File: config.mk
export PLATFORM = sky130hd
export DESIGN_NAME = irq_arbiter
export DESIGN_NICKNAME = d
export VERILOG_FILES = /design/src/rtl/irq_arbiter.sv
export SDC_FILE = /design/constraint.sdc
export NUM_CORES = 1
export LEC_CHECK = 0
export BUFFER_PORTS_ARGS = -buffer_cell sky130_fd_sc_hd__buf_2
export CORE_ASPECT_RATIO = 2
export CORE_MARGIN = 2
export CORE_UTILIZATION = 46
export DETAILED_ROUTE_END_ITERATION = 7
export HOLD_SLACK_MARGIN = 0.08
export MAX_ROUTING_LAYER = met4
export PLACE_DENSITY = 0.84
export SYNTH_ARGS = -nofsm -noshare
export SYNTH_HDL_FRONTEND = slang
export SYNTH_SLANG_ARGS = --single-unit
File: constraint.sdc
create_clock -name clk -period 3.3 [get_ports clk]
set_clock_uncertainty 0.1 [all_clocks]
set_input_delay 0.33 -clock clk [delete_from_list [all_inputs] [get_ports clk]]
set_output_delay 0.33 -clock clk [all_outputs]
set_load 0.03 [all_outputs]
File: src/rtl/irq_arbiter.sv
module irq_arbiter #(
  parameter int N = 15,
  parameter int AW = 16,
  parameter logic [AW-1:0] VEC_BASE = 16'hFFE0,
  parameter logic [N-1:0] NMI_MASK = 15'h7000,
  parameter logic [N-1:0] SINGLE_MASK = 15'h7FF0,
  parameter int PIN_SRC = 14
) (
  input  logic          clk,
  input  logic          rst_n,
  input  logic [N-1:0]  src_pulse,
  input  logic          nmi_pin,
  input  logic          sw_clr_en,
  input  logic [N-1:0]  sw_clr_mask,
  input  logic [N-1:0]  src_en,
  input  logic          gie,
  output logic [N-1:0]  flags,
  output logic          vec_valid,
  output logic [AW-1:0] vec_addr,
  input  logic          vec_ack,
  output logic          gie_clr
);
  localparam int SW = $clog2(N);

  logic [2:0]    pin_q;
  logic          pin_rise;
  logic [N-1:0]  set_v, auto_clr, drop_v, eligible;
  logic [SW-1:0] sel, win;
  logic          accept;

  assign pin_rise = pin_q[1] & ~pin_q[2];
  assign set_v    = src_pulse | (N'(pin_rise) << PIN_SRC);
  assign accept   = vec_valid & vec_ack;
  assign gie_clr  = accept;
  assign auto_clr = (accept && SINGLE_MASK[sel]) ? (N'(1) << sel) : '0;
  assign drop_v   = (sw_clr_en ? sw_clr_mask : '0) | auto_clr;
  assign eligible = flags & src_en & (NMI_MASK | {N{gie}});
  assign vec_addr = VEC_BASE + (AW'(sel) << 1) + AW'(2);

  always_comb begin
    win = '0;
    for (int i = 0; i < N; i++)
      if (eligible[i]) win = SW'(i);
  end

  always_ff @(posedge clk or negedge rst_n) begin
    if (!rst_n) begin
      pin_q     <= '0;
      flags     <= '0;
      vec_valid <= 1'b0;
      sel       <= '0;
    end else begin
      pin_q <= {pin_q[1:0], nmi_pin};
      flags <= (flags & ~drop_v) | set_v;
      if (accept)
        vec_valid <= 1'b0;
      else if (!vec_valid && |eligible) begin
        vec_valid <= 1'b1;
        sel       <= win;
      end
    end
  end
endmodule

==> flow_summary.ini <==
[sta]
setup_viol = 0
max_freq_mhz = 512.8
setup_slack_ns = 1.350
timing.final.crit_share_pct = 59.09
fin_crit_ns = 1.950
final_hold_viol_count = 0
rsz0062_at_grt = no
worstMarginPinSlew_ns = 0.6346
drv_slew = 0
tns_ns = 0
relSlewSlack_pct = 57.37

[floorplan]
dieArea_sq_um = 3545
die_h_um = 82.23
core-area_sq_um = 2943
io_pins = 84
initial_core_util_pct = 47.83
die_x_um = 43.12
rows = 28

[detailed_routing]
firstDrtPassIters = 5
routedWlPerCell_um = 14.65
drc = 0
wl_mm = 3.707
vias_per_cell = 5.494
drt-initial-drc-count = 48
ant_nets = 0
vias = 1390

[place]
dp_cells = 246
port_buffers = 82
preCtsSetupSlack_ns = 1.544
place.gp.congestion = 0.8124
dp_hpwl_mm = 3.031

[clock_network]
clk_pin_slew_ns = 0.09
ctsResizeCount = 0
cts_buffers = 3
cts_root_buf = clkbuf_8
clk_path_buf_depth = 2
htreeDepth = 1
clock_latency_ns = 0.27
cts_sinks = 23
cts_tree = done

[yosys]
ys_types = 36
syn_nets = 203
ys_seq_area_share_pct = 40.89
syn_inst = 146
yosysWarnings = 0
synth_seq_cells = 23
syn-cell-area_sq_um = 1408
syn_area_per_cell_sq_um = 9.641

[worst_setup_path]
path_max_fanout = 6
crit_required_ns = 2.87
crit_top_cell = ha_1
worstSetupEndpointType = output pin
arrival_ns = 1.52
crit_type = reg2out
cp_num_cells = 4
crit_chain = ha_1 -> ha_1 -> inv_1 -> buf_2
crit_slowest_cell = dfrtp_1
r2r_cells = 5
slowest_delay_ns = 0.46
cp_num_buf_inv = 2
start_kind = register
crit_family = adder cells

[cells_and_area]
area_growth_pct = 30.84
final_util_pct = 62.59
finish.net_count = 280
fin_cells = 253
fill_cells = 259
drive_above_1_share_pct = 46.85

[run_status]
status = completed

[global_route]
track_usage_pct = 21.53
grt_antenna_before_repair = 1
grt_pass1_vias = 1349
overflow = 0
grt_pass1_wl_mm = 5.651
grt_max_degree = 24

[power_and_ir_drop]
p_leak_nw = 0.8807
ir_drop_mv = 0.2730
total_power_w = 0.0008427
cellPowerDensity_nw_per_um2 = 457.5

[hold_path]
hold_depth = 2
hold_path_class = in2reg

[job]
max_cap_viol_count = 0
-- cell families after synthesis --
logic type               count (synthesis)  synth area share [%]
adder cells (fa/ha/maj)                  6                 5.333
AND/OR/NAND/NOR                         55                 16.89
AO/OA/AOI/OAI                           41                 28.27
buffers and inverters                   19                 7.734
XOR/XNOR                                 1                0.6223
flip-flops                              23                 40.89
other                                    1                0.2664
-- power breakdown --
part	internal, W	switching (W)
combinational	0.000112	0.000207
clock	0.0000845	0.0000958
sequential	0.000307	0.0000358
total	0.000504	0.000339
-- state kept, by name, indices dropped and copies added, names as in the netlist --
name,count
vec_valid,1
flags,15
sel,4
pin_q,3
-- cells in the final DEF (no fill, tap or decap), types with 2 or more instances in the layout --
| master | n |
|---|---|
| buf_2 | 82 |
| nand2_1 | 38 |
| dfrtp_1 | 23 |
| a31o_2 | 11 |
| inv_1 | 7 |
| a21oi_1 | 6 |
| ha_1 | 6 |
| nand3_1 | 5 |
| nor3_1 | 3 |
| a21o_1 | 3 |
| a22oi_4 | 3 |
| clkbuf_8 | 3 |
| and3_1 | 2 |
| nor2_1 | 2 |
| o21ai_0 | 2 |
| o31ai_1 | 2 |
| a31oi_1 | 2 |
| dlygate4sd3_1 | 2 |
-- synth_stat cells (all sizes together) --
| cell type | count | area, sq um |
|---|---|---|
| nor3 | 3 | 15.01 |
| nand2 | 38 | 142.6 |
| a22oi | 5 | 83.83 |
| a311o | 1 | 10.01 |
| a32o | 1 | 10.01 |
| a41oi | 1 | 27.53 |
| conb | 1 | 3.750 |
| ha | 6 | 75.07 |
| and3 | 2 | 12.51 |
| nor2b | 1 | 6.260 |
| xnor2 | 1 | 8.760 |
| dfrtp | 23 | 575.6 |
| nor4b | 1 | 8.760 |
| a211oi | 1 | 7.510 |
| o311a | 1 | 10.01 |
| nand4 | 1 | 6.260 |
| a21oi | 6 | 30.03 |
| a21o | 3 | 22.52 |
| inv | 7 | 26.28 |
| o31ai | 2 | 15.01 |
| and2 | 2 | 13.77 |
| a31oi | 2 | 12.51 |
| a22o | 1 | 8.760 |
| o21ai | 2 | 10.01 |
| nand3 | 5 | 25.02 |
| nor2 | 2 | 7.510 |
| o41ai | 1 | 27.53 |
| a31o | 11 | 96.34 |
| clkbuf | 2 | 7.510 |
| a32oi | 1 | 8.760 |
| buf | 10 | 75.07 |
| a21boi | 1 | 7.510 |
| a222oi | 1 | 10.01 |
-- final timing paths --
kind	slack (ns)	start	to
max in group asynchronous	2.26	rst_n	pin_q[2]
min reg2reg	0.26	pin_q[0]	pin_q[1]
max	1.35	sel[0]	vec_addr[3]
min in group asynchronous	0.48	rst_n	flags[1]
min	0.13	src_pulse[1]	flags[1]
max reg2reg	1.52	flags[7]	sel[1]
-- routing by layer --
metal / share of wire [%] / track usage, % / wire length, um
met1: 36 / 21.87 / 1339
met2: 56 / 39.55 / 2081
met3: 4.8 / 2.174 / 178
met4: 2.9 / 11.21 / 108
met5: 0 / - / 0
-- through the flow --
stage / cell area (sq um) / hold slack (ns)
after global placement: 1773 / 0.2297
after floorplan: 1408 / -0.06559
after detailed placement: 1773 / 0.2422
after CTS: 1839 / 0.1337
final: 1842 / 0.1335
after global routing: 1842 / 0.1394
-- timing repair --
| item | in CTS | in global routing |
|---|---|---|
| hold buffers | 2 | 0 |
| hold endpoints to repair | 24 | 0 |
| setup buffers | 0 | 0 |
-- cell type report --
cell class / count / area [sq um] / share of cell area [%]
diodes: 1 / 2.502 / 0.1359
clock buffers: 3 / 41.29 / 2.242
clock inverters: 1 / 5.005 / 0.2717
inverters: 7 / 26.28 / 1.427
multi-input cells: 104 / 723.2 / 39.27
flip-flops and latches: 23 / 575.6 / 31.25
well taps: 30 / 37.54 / 2.038
repair buffers: 84 / 430.4 / 23.37
Note: power is estimated with default switching activity, not from simulation.
